`src/rtl/xcache_pkg.sv`:
```
`timescale 1ns/1ps
package xcache_pkg;

  // Permission bits cached with every translation
  typedef struct packed {
    logic supOnly;
    logic canRead;
    logic canWrite;
  } permBits_t;

  // Strobes from control to datapath for one clock edge
  typedef struct packed {
    logic fillEn;
    logic flushAll;
    logic dropOne;
  } ctrlStrobe_t;

endpackage

```
`src/rtl/xcache_datapath.sv`:
```
`timescale 1ns/1ps
module xcache_datapath
  import xcache_pkg::*;
#(
  parameter int ENTRIES = 8,
  parameter int TAG_W   = 20,
  parameter int FRAME_W = 20
) (
  input  logic               clk,
  input  logic               rstN,
  input  ctrlStrobe_t        strobe,
  input  logic [ENTRIES-1:0] wrSel,
  input  logic               lookupValid,
  input  logic [TAG_W-1:0]   lookupPage,
  input  logic               lookupWrite,
  input  logic               lookupSuper,
  input  logic [TAG_W-1:0]   fillPage,
  input  logic [FRAME_W-1:0] fillFrame,
  input  permBits_t          fillPerm,
  input  logic [TAG_W-1:0]   invPage,
  output logic [ENTRIES-1:0] validVec,
  output logic [ENTRIES-1:0] fillMatchVec,
  output logic               hit,
  output logic               miss,
  output logic               fault,
  output logic [FRAME_W-1:0] frameOut
);

  logic [ENTRIES-1:0] entValid;
  logic [TAG_W-1:0]   tagArr   [ENTRIES];
  logic [FRAME_W-1:0] frameArr [ENTRIES];
  permBits_t          permArr  [ENTRIES];

  logic [ENTRIES-1:0] lookMatch;
  logic [ENTRIES-1:0] invMatch;

  // Per-entry comparators: one for each port that searches by page
  for (genvar i = 0; i < ENTRIES; i++) begin : g_cmp
    assign lookMatch[i]    = entValid[i] && (tagArr[i] == lookupPage);
    assign fillMatchVec[i] = entValid[i] && (tagArr[i] == fillPage);
    assign invMatch[i]     = entValid[i] && (tagArr[i] == invPage);
  end

  assign validVec = entValid;

  // Valid bits: flush beats single drop beats fill
  always_ff @(posedge clk or negedge rstN) begin
    if (!rstN) begin
      entValid <= '0;
    end else begin
      for (int i = 0; i < ENTRIES; i++) begin
        if (strobe.flushAll)
          entValid[i] <= 1'b0;
        else if (strobe.dropOne && invMatch[i])
          entValid[i] <= 1'b0;
        else if (strobe.fillEn && wrSel[i])
          entValid[i] <= 1'b1;
      end
    end
  end

  // Payload storage needs no reset; valid bits guard it
  always_ff @(posedge clk) begin
    for (int i = 0; i < ENTRIES; i++) begin
      if (strobe.fillEn && wrSel[i]) begin
        tagArr[i]   <= fillPage;
        frameArr[i] <= fillFrame;
        permArr[i]  <= fillPerm;
      end
    end
  end

  // At most one entry matches, so OR-merging selects it
  logic [FRAME_W-1:0] selFrame;
  permBits_t          selPerm;
  logic               anyMatch;
  logic               denied;

  always_comb begin
    selFrame = '0;
    selPerm  = '0;
    for (int i = 0; i < ENTRIES; i++) begin
      if (lookMatch[i]) begin
        selFrame = selFrame | frameArr[i];
        selPerm  = selPerm  | permArr[i];
      end
    end
    anyMatch = |lookMatch;
    denied   = (lookupWrite ? !selPerm.canWrite : !selPerm.canRead)
             || (selPerm.supOnly && !lookupSuper);
  end

  assign fault    = lookupValid && anyMatch && denied;
  assign hit      = lookupValid && anyMatch && !denied;
  assign miss     = lookupValid && !anyMatch;
  assign frameOut = hit ? selFrame : '0;

endmodule

```
`src/rtl/xcache_control.sv`:
```
`timescale 1ns/1ps
module xcache_control
  import xcache_pkg::*;
#(
  parameter int ENTRIES = 8
) (
  input  logic               clk,
  input  logic               rstN,
  input  logic               fillValid,
  input  logic               invValid,
  input  logic               invAll,
  input  logic [ENTRIES-1:0] validVec,
  input  logic [ENTRIES-1:0] fillMatchVec,
  output ctrlStrobe_t        strobe,
  output logic [ENTRIES-1:0] wrSel
);

  localparam int IDX_W = (ENTRIES > 1) ? $clog2(ENTRIES) : 1;
  localparam logic [IDX_W-1:0] LAST_IDX = IDX_W'(ENTRIES - 1);
  localparam logic [ENTRIES-1:0] ONE_HOT0 = ENTRIES'(1);

  logic [IDX_W-1:0]   victimPtr;
  logic [ENTRIES-1:0] freeVec;
  logic               useVictim;

  assign freeVec = ~validVec;

  function automatic logic [ENTRIES-1:0] lowestOne(input logic [ENTRIES-1:0] v);
    return v & (~v + ONE_HOT0);
  endfunction

  // Slot choice: same page, then lowest free, then victim
  always_comb begin
    strobe    = '0;
    wrSel     = '0;
    useVictim = 1'b0;
    if (invValid) begin
      strobe.flushAll = invAll;
      strobe.dropOne  = !invAll;
    end else if (fillValid) begin
      strobe.fillEn = 1'b1;
      if (|fillMatchVec) begin
        wrSel = lowestOne(fillMatchVec);
      end else if (|freeVec) begin
        wrSel = lowestOne(freeVec);
      end else begin
        wrSel     = ONE_HOT0 << victimPtr;
        useVictim = 1'b1;
      end
    end
  end

  always_ff @(posedge clk or negedge rstN) begin
    if (!rstN)
      victimPtr <= '0;
    else if (useVictim)
      victimPtr <= (victimPtr == LAST_IDX) ? '0 : victimPtr + 1'b1;
  end

endmodule

```
`src/rtl/xcache_top.sv`:
```
`timescale 1ns/1ps
module xcache_top
  import xcache_pkg::*;
#(
  parameter int ENTRIES = 8,
  parameter int TAG_W   = 20,
  parameter int FRAME_W = 20
) (
  input  logic               clk,
  input  logic               rstN,
  input  logic               lookupValid,
  input  logic [TAG_W-1:0]   lookupPage,
  input  logic               lookupWrite,
  input  logic               lookupSuper,
  output logic               hit,
  output logic               miss,
  output logic               fault,
  output logic [FRAME_W-1:0] frameOut,
  input  logic               fillValid,
  input  logic [TAG_W-1:0]   fillPage,
  input  logic [FRAME_W-1:0] fillFrame,
  input  logic               fillSupOnly,
  input  logic               fillCanRead,
  input  logic               fillCanWrite,
  input  logic               invValid,
  input  logic               invAll,
  input  logic [TAG_W-1:0]   invPage
);

  ctrlStrobe_t        strobe;
  logic [ENTRIES-1:0] wrSel;
  logic [ENTRIES-1:0] validVec;
  logic [ENTRIES-1:0] fillMatchVec;
  permBits_t          fillPerm;

  assign fillPerm = '{supOnly: fillSupOnly, canRead: fillCanRead, canWrite: fillCanWrite};

  xcache_control #(.ENTRIES(ENTRIES)) u_ctrl (
    .clk          (clk),
    .rstN         (rstN),
    .fillValid    (fillValid),
    .invValid     (invValid),
    .invAll       (invAll),
    .validVec     (validVec),
    .fillMatchVec (fillMatchVec),
    .strobe       (strobe),
    .wrSel        (wrSel)
  );

  xcache_datapath #(.ENTRIES(ENTRIES), .TAG_W(TAG_W), .FRAME_W(FRAME_W)) u_dp (
    .clk          (clk),
    .rstN         (rstN),
    .strobe       (strobe),
    .wrSel        (wrSel),
    .lookupValid  (lookupValid),
    .lookupPage   (lookupPage),
    .lookupWrite  (lookupWrite),
    .lookupSuper  (lookupSuper),
    .fillPage     (fillPage),
    .fillFrame    (fillFrame),
    .fillPerm     (fillPerm),
    .invPage      (invPage),
    .validVec     (validVec),
    .fillMatchVec (fillMatchVec),
    .hit          (hit),
    .miss         (miss),
    .fault        (fault),
    .frameOut     (frameOut)
  );

endmodule

```
`config.mk`:
```
export PLATFORM = sky130hd
export DESIGN_NAME = xcache_top
export DESIGN_NICKNAME = d
export VERILOG_FILES = /design/src/rtl/xcache_pkg.sv /design/src/rtl/xcache_datapath.sv /design/src/rtl/xcache_control.sv /design/src/rtl/xcache_top.sv
export SDC_FILE = /design/constraint.sdc
export NUM_CORES = 1
export LEC_CHECK = 0
export BUFFER_PORTS_ARGS = -buffer_cell sky130_fd_sc_hd__buf_2
export CORE_MARGIN = 2
export CORE_UTILIZATION = 50
export CTS_CLUSTER_DIAMETER = 60
export CTS_CLUSTER_SIZE = 14
export DETAILED_ROUTE_END_ITERATION = 12
export PLACE_DENSITY_LB_ADDON = 0.2
export SETUP_SLACK_MARGIN = 0.5
export SYNTH_ARGS = -nofsm -noshare
export SYNTH_HDL_FRONTEND = slang
export SYNTH_SLANG_ARGS = --single-unit
```
`constraint.sdc`:
```
create_clock -name clk -period 4.5 [get_ports clk]
set_input_delay 0.225 -clock clk [delete_from_list [all_inputs] [get_ports clk]]
set_output_delay 0.225 -clock clk [all_outputs]
set_load 0.01 [all_outputs]
```
After elaboration in Yosys (flattened, before gate mapping)
Memories as Yosys holds them, arrays and structs flattened. Index checks and enable logic that the tools add are counted.

Add/sub/neg operators: 3. Multipliers: 0. Divide/modulo/power cells: 0. Order comparisons: 0. Eq/ne operators: 25. Shift-type cells: 1. Multiplexer cells: 70. Bitwise logic cells: 19. Reductions and logical operators: 63.

Operators with widths (number): $eq A20 B20 Y1 (24); $mux W20 (9); $or A20 B20 Y20 (7); $mux W1 (47); $logic_and A1 B1 Y1 (45); $mux W8 (4); $mux W3 (9); $not A8 Y8 (3); $reduce_bool A3 Y1 (8); $reduce_or A8 Y1 (3); $or A3 B3 Y3 (7); $add A8 B1 Y8 const B (2); $and A8 B8 Y8 (2); $shl A1 B3 Y8 const A (1); $logic_not A1 Y1 (6); $add A3 B1 Y3 const B (1); $eq A3 B3 Y1 const B (1); $mux W2 (1); $logic_or A1 B1 Y1 (1).

Flip-flop bits (word level): 11. Bits in latches: 0. Memory bits (writable): 344. Memory bits (read-only): 0. Input port bits: 91. Output and inout bits: 23. Logic and storage cells: 193. Memories kept: 3.

Memory list: u_dp.frameArr (words 8, width 20, read ports 8, clocked after memory_dff 0, wr ports 8, line xcache_datapath.sv:31) `logic [FRAME_W-1:0] frameArr [ENTRIES];`; u_dp.tagArr (words 8, width 20, read ports 8, clocked after memory_dff 0, wr ports 8, line xcache_datapath.sv:30) `logic [TAG_W-1:0] tagArr [ENTRIES];`; u_dp.permArr (words 8, width 3, read ports 8, clocked after memory_dff 0, wr ports 8, line xcache_datapath.sv:32) `permBits_t permArr [ENTRIES];`.

Longest topological paths before layout
Gate-level depths: netlist (run 1).

Depth after elaboration: 23. Depth in mapped cells: 10. Depth with buffers taken out: 8.

By module
A second synthesis (run 1) with hierarchy kept.

Cell total of the unflattened synthesis: 1319. Area, all modules: 18142.4 sq um.

Modules (own cells, without submodules): xcache_datapath (times used 1, cells an instance 1249, area each 17596.9 sq um, seq. area each 10530.1 sq um); xcache_control (times used 1, cells an instance 70, area each 545.5 sq um, seq. area each 75.1 sq um).

Least setup slack after synthesis (run 1)
Ideal clock, no wire load.

Path kind: input-to-reg. Start: input fillPage[17]. End: memory u_dp.frameArr[0][0] (enable). Setup time: 0.458 ns. Arrival time: 3.671 ns. Data required time: 4.042 ns. Setup slack: 0.371 ns. Cell stages on the path: 9. Buffers on the path: 1. Cells stage by stage: clkbuf_1 -> xor2_1 -> nor4_1 -> nand3_1 -> or4_1 -> nand4_1 -> nor2_1 -> nand2_1 -> a21oi_1.

RTL lines: start: declaration (line xcache_top.sv:20) `input logic [TAG_W-1:0] fillPage,`; end: declaration (line xcache_datapath.sv:31).

==> results_dict.tcl, run 1 <==
set metrics [dict create \
    yosys-top-cells-count "edfxtp_1, xnor2_1, xor2_1" \
    status "finished, violations left" \
    slew_violations 0 \
    place_congestion 1.041 \
    power.leakage_nw 6.853 \
    regArea_mm2 0.01061 \
    ys_ff_latch 355 \
    gr-total-overflow 0 \
    yosys_warnings 0 \
    die_h_um 193.2 \
    tightest_slew_ns 1.470 \
    drc 0 \
    first_pass_iters 5 \
    drt-initial-drc-count 1562 \
    root_buffer "clkbuf_16" \
    routed_wl_mm 66.42 \
    utilization_pct 58.49 \
    ir_drop_v 0.0003891 \
    synth_top_area_share_pct 57.69 \
    skew_ns 0.02568 \
    cp.arrival_ns 3.77 \
    grt_max_degree 45 \
    syn-cell-area_mm2 0.01791 \
    cts_buffer_depth 3 \
    io_buffers 113 \
    synth_area_per_cell_um2 13.24 \
    async_flop_share_pct 3.099 \
    ant_nets 0 \
    power.density_mw_per_mm2 351.5 \
    grt_pass1_wl_mm 92.62 \
    start_util_pct 50.59 \
    antenna_found_initial 2 \
    endpoint_kind "primary output" \
    final_cells 1973 \
    crit_type "reg -> out" \
    synth.distinct_cells 45 \
    layout.nets 1593 \
    multiInputGateArea_mm2 0.007099 \
    clk_pin_slew_ns 0.06 \
    wl_per_cell_um 33.66 \
    setup_viol 0 \
    synth_fp_nets 1450 \
    globalRouteTotalUtil_pct 35.18 \
    synthTopCellsByArea "edfxtp_1, xnor2_1, xor2_1" \
    num-fill-cells 2864 \
    cts_tree "done" \
    critPathMaxFanout 10 \
    rsz0062_at_grt "false" \
    dieArea_mm2 0.03734 \
    setup_tns_ns 0 \
    h-tree-depth 2 \
    cap_viol_max_count 1 \
    std_cell_rows 69 \
    hp-class "in -> async" \
    clock_sinks 355 \
    clock.fmax_mhz 250.1 \
    finalHoldViolCount 0 \
    cp.required_ns 4.28 \
    dp_hpwl_mm 47.63 \
    synth_cells 1353 \
    core_area_mm2 0.03540 \
    maxSlewHeadroom_pct 1.065 \
    failed_checks "max-capacitance violations" \
    die_w_um 193.2 \
    post-place-cells 1871 \
    synth.yosys.seq_area_share_pct 59.22 \
    syn2layout_area_growth_pct 15.62 \
    cts_buffers 38 \
    yosys_most_used_dff "edfxtp_1" \
    yosysMostFrequentCell "edfxtp_1" \
    vias_per_cell 6.319 \
    yosysTopAreaCell "edfxtp_1" \
    dr_total_vias 12468 \
    layout-drive-gt1-share_pct 16.55 \
    finalCritPeriodShare_pct 88.86 \
    start_kind "register" \
    synth_edf_count 344 \
    grt_pass1_vias 11898 \
    worstSkewPairLatency_ns 0.56 \
    io_pins 114 \
    finalCriticalPeriod_ns 3.999 \
]
## metal layers
layer	track usage (%)	part of all wire [%]	up-vias
met5	0	0.021	-
met2	52.88	44	835
li1	-	-	5254
met4	20.07	6.8	2
met1	49.12	40	6195
met3	5.195	9.2	182
## stage by stage
| stage | area (um^2) | hold slack (ns) | setup WS, ns | power, W |
|---|---|---|---|---|
| 4_1_cts | 20470 | 0.08576 | 0.5040 | 0.007281 |
| 5_1_grt | 20700 | 0.1222 | 0.4891 | 0.007438 |
| 2_1_floorplan | 17920 | -0.07059 | 0.5594 | 0.004098 |
| 6_report | 20700 | 0.1019 | 0.5015 | 0.007278 |
| 3_5_place_dp | 19060 | 0.1114 | 0.7515 | 0.004377 |
| 3_3_place_gp | 19060 | 0.1106 | 0.6846 | 0.004384 |
## layout by cell type, fill, tap and decap left out, types with 3 or more instances in the layout
cell type and count:
inv_8 4, nand3_1 31, xnor2_1 274, inv_6 3, xor2_1 205, buf_4 42
a21oi_1 13, and2_1 8, buf_2 113, a22oi_1 74, inv_1 17, dlygate4sd3_1 24
nor2_2 4, or4_1 4, nor3_1 14, buf_12 6, clkbuf_16 38, nand4_1 79
nor2b_1 3, o21a_1 18, a21oi_4 5, a22o_1 5, nor2_4 3, o21ai_0 6
a221oi_1 5, nor4_2 13, nor4_1 47, edfxtp_1 344, dfrtp_1 11, nor4_4 6
nand2_1 47, nor2_1 5, ha_1 6
## power breakdown
part / switching, W / internal (W) / leakage [nW] / total, W
Clock: 0.00134 / 0.00157 / 0.543 / 0.00291
Sequential: 0.0000361 / 0.00367 / 3.26 / 0.00371
Combinational: 0.000447 / 0.000213 / 3.05 / 0.000660
Total: 0.00183 / 0.00545 / 6.85 / 0.00728
## path summary, 6_finish.rpt
path | start | end | slack [ns] | depth (start not counted)
worst min-delay path | rstN | u_dp.validVec[2]$_DFFE_PN0P_ | 0.10 | 2
worst max-delay path | u_dp.tagArr[4][17]$_DFFE_PP_ | frameOut[19] | 0.50 | 11
min in group clk | fillPage[6] | u_dp.tagArr[0][6]$_DFFE_PP_ | 0.10 | 1
worst min register to register | u_ctrl.victimPtr[0]$_DFFE_PN0P_ | u_ctrl.victimPtr[0]$_DFFE_PN0P_ | 0.55 | 1
worst max register to register | u_dp.tagArr[1][0]$_DFFE_PP_ | u_dp.tagArr[3][13]$_DFFE_PP_ | 0.62 | 11
max in group asynchronous | rstN | u_dp.validVec[4]$_DFFE_PN0P_ | 4.19 | 2
## critical path, cell delays in order (launching register included)
cell and delay [ns]:
edfxtp_1 0.53, xor2_1 0.19, nor4_1 0.50, nand4_1 0.35
nor2_2 0.32, a222oi_1 0.12, and3_4 0.21, a2111oi_4 0.38
buf_4 0.22, buf_12 0.14, and2_1 0.12, buf_2 0.12
## cell families after synthesis
kind of cell	synth area share (%)
xor+xnor	23.48
flops	59.22
simple gates	8.818
compound gates	5.709
buf+inv	2.292
fa+ha+maj	0.4192
mux	0.06288
## final cells by class
cell class | instances | area share [%]
Inverter | 17 | 0.3082
Clock buffer | 40 | 4.629
Clock inverter | 15 | 0.7070
Multi-Input combinational cell | 898 | 34.29
Antenna cell | 1 | 0.01209
Timing Repair Buffer | 186 | 6.049
Tap cell | 461 | 2.786
Sequential cell | 355 | 51.22
## flip-flops by register name (all words and copies together) (netlist names)
name / cells
u_ctrl.victimPtr: 3
u_dp.permArr: 24
u_dp.validVec: 8
u_dp.tagArr: 160
u_dp.frameArr: 160
## repair_timing
action,in CTS,in global routing
pin swaps,6,4
setup buffers,3,18
hold buffers,24,0
hold endpoints to repair,195,0
setup endpoints to repair,21,21
gates cloned,0,1
gates resized for setup,8,16
(Power assumes the default switching activity.)
==> run 2: changes to the inputs <==
--- a/config.mk
+++ b/config.mk
@@ -6,7 +6,6 @@
 export NUM_CORES = 1
 export LEC_CHECK = 0
 export BUFFER_PORTS_ARGS = -buffer_cell sky130_fd_sc_hd__buf_2
-export CORE_MARGIN = 2
 export CORE_UTILIZATION = 50
 export CTS_CLUSTER_DIAMETER = 60
 export CTS_CLUSTER_SIZE = 14
==> run 2 against run 1 <==
The run now ends clean. Utilization up 1.6 points. Critical path depth is 1 higher. Flip-flop and latch count unchanged. Combinational power is 3.2% higher. Sequential share of layout area decreased by 0.64 points. Cell area up 1.3%. Worst setup slack worse by 0.0055 ns. Wire length increased by 4.3%. Power rose by 0.50%. Clock skew about the same. Cell count rose by 0.86%. Via count increased by 1.4%. Critical endpoint is now frameOut[13].
==> results_dict.tcl, run 2 (same netlist as run 1, synthesis figures left out) <==
set metrics [dict create \
    clk_pin_slew_ns 0.07 \
    switching_power_w 0.001839 \
    place_congestion 1.101 \
    regArea_mm2 0.01061 \
    io_buffers 113 \
    num-fill-cells 2827 \
    ir_drop_v 0.0004212 \
    top_regs "u_dp.frameArr: 160 flops, u_dp.tagArr: 160 flops, u_dp.permArr: 24 flops" \
    cts_buffers 36 \
    finalHoldViolCount 0 \
    core_area_mm2 0.03488 \
    top_layer "met5" \
    final_common_cell "edfxtp_1" \
    multiInputGateArea_mm2 0.007123 \
    setup_viol 0 \
    drt-initial-drc-count 1694 \
    clock_sinks 355 \
    r2r_start "u_dp.tagArr[1][5]$_DFFE_PP_" \
    die_h_um 191.2 \
    place_ws_ns 0.3179 \
    whs_endpoint "u_dp.tagArr[1][0]$_DFFE_PP_" \
    grt_pass1_vias 12191 \
    wl_met3_mm 6.190 \
    wl_met2_mm 31.60 \
    crit_type "reg -> out" \
    status "complete, no violations" \
    pwr-share-seq_pct 50.6 \
    grt_pass1_wl_mm 94.78 \
    cp.arrival_ns 3.78 \
    grt_max_degree 45 \
    combinationalPowerShare_pct 9.3 \
    drc 0 \
    cp.required_ns 4.28 \
    p_clk_share_pct 40.0 \
    min_path_cells 1 \
    wl_per_cell_um 34.79 \
    skew_ns 0.02520 \
    layout-drive-gt1-share_pct 17.73 \
    wl_met1_mm 26.42 \
    cts_buffer_depth 3 \
    dr_total_vias 12641 \
    finalCriticalPeriod_ns 4.004 \
    maxSlewHeadroom_pct 12.93 \
    layout_common_cells "edfxtp_1, xnor2_1, xor2_1" \
    regToRegEndpoint "u_dp.frameArr[0][12]$_DFFE_PP_" \
    setup_ws_ns 0.4960 \
    power.density_mw_per_mm2 348.9 \
    tightest_slew_ns 1.294 \
    power.leakage_nw 7.005 \
    hold_start "fillPage[0]" \
    globalRouteTotalUtil_pct 38.44 \
    io_pins 114 \
    p_int_w 0.005476 \
    std_cell_rows 68 \
    worstSkewPairLatency_ns 0.57 \
    ant_nets 0 \
    rr_worst_depth 10 \
    layout.nets 1616 \
    cts_tree "done" \
    swShare_pct 25.14 \
    antenna_found_initial 1 \
    finalCritPeriodShare_pct 88.98 \
    dieArea_mm2 0.03657 \
    hp-class "in -> reg" \
    start_util_pct 51.33 \
    vias_per_cell 6.352 \
    clock.fmax_mhz 249.8 \
    gr-total-overflow 0 \
    endpoint_kind "primary output" \
    critPathMaxFanout 5 \
    die_w_um 191.2 \
    first_pass_iters 6 \
    rsz0062_at_grt "false" \
    dp_hpwl_mm 49.27 \
    routed_wl_mm 69.24 \
    syn2layout_area_growth_pct 17.09 \
    slew_violations 0 \
    setup_tns_ns 0 \
    rrSetupSlack_ns 0.86 \
    start_kind "register" \
    root_buffer "clkbuf_16" \
    h-tree-depth 2 \
    cap_viol_max_count 0 \
]
-- run 2: cell types whose count changed in the layout (fill, tap and decap cells not counted), moves of 3 or more --
cell,previous run,this run
xor2_1,205,202
nor4_1,47,53
clkbuf_1,2,5
buf_4,42,62
nor4_2,13,8
-- run 2: per-layer routing --
metal | up-vias | track usage (%)
met1 | 6348 | 50.32
met3 | 183 | 6.224
met4 | 2 | 23.96
li1 | 5285 | -
met2 | 823 | 59.88
met5 | - | 0
-- run 2: worst max-delay path by stage --
stage | start | slack, ns | depth (start not counted) | endpoint
after floorplan | fillPage[17] | 0.56 | 8 | u_dp.frameArr[1][40]$_DFFE_PP_
after global placement | u_dp.tagArr[6][18]$_DFFE_PP_ | 0.40 | 10 | frameOut[9]
after detailed placement | u_dp.tagArr[6][18]$_DFFE_PP_ | 0.32 | 10 | frameOut[13]
after CTS | u_dp.tagArr[1][2]$_DFFE_PP_ | 0.50 | 13 | frameOut[17]
after global routing | u_dp.tagArr[1][2]$_DFFE_PP_ | 0.47 | 13 | frameOut[0]
final | u_dp.tagArr[2][4]$_DFFE_PP_ | 0.50 | 12 | frameOut[13]
-- run 2: what timing repair did --
item,4_1_cts,5_1_grt
pin swaps,7,15
endpoints found under the hold margin,195,0
hold buffers,24,0
resized for setup,15,18
setup endpoints to repair,22,21
gates cloned,2,1
setup buffers,9,17
-- run 2: power groups by stage --
stage          Sequential, W  Combinational, W  Clock, W
5_1_grt              0.00371          0.000694   0.00306
3_3_place_gp         0.00377          0.000633         0
4_1_cts              0.00370          0.000651   0.00295
3_5_place_dp         0.00378          0.000627         0
2_1_floorplan        0.00377          0.000332         0
6_report             0.00370          0.000681   0.00293
-- run 2: area by class of cell --
class / instances / share of cell area (%)
Antenna cell: 1 / 0.01193
Clock buffer: 42 / 4.505
Clock inverter: 11 / 0.7041
Inverter: 17 / 0.3043
Multi-Input combinational cell: 898 / 33.97
Sequential cell: 355 / 50.58
Tap cell: 455 / 2.715
Timing Repair Buffer: 211 / 7.209
-- run 2: stage by stage --
stage	instance area (um^2)	hold slack, ns	cells	utilization, %	total power (W)
after global routing	20970	0.04034	1989	60.10	0.007459
final	20970	0.06174	1990	60.11	0.007315
after global placement	19180	0.1226	1883	55.00	0.004407
after detailed placement	19180	0.1288	1883	55.00	0.004402
after floorplan	17920	-0.07059	1353	-	0.004098
after CTS	20700	0.03564	1971	59.34	0.007300
-- run 2: worst max-delay path: stages, from the launching register on --
cell	delay, ns
edfxtp_1	0.47
xor2_4	0.22
nor4_4	0.39
nand4_1	0.44
nor4_4	0.27
buf_4	0.19
or4_1	0.15
o21ai_1	0.12
a2111oi_4	0.32
buf_6	0.20
clkbuf_16	0.17
o21a_1	0.13
buf_2	0.12
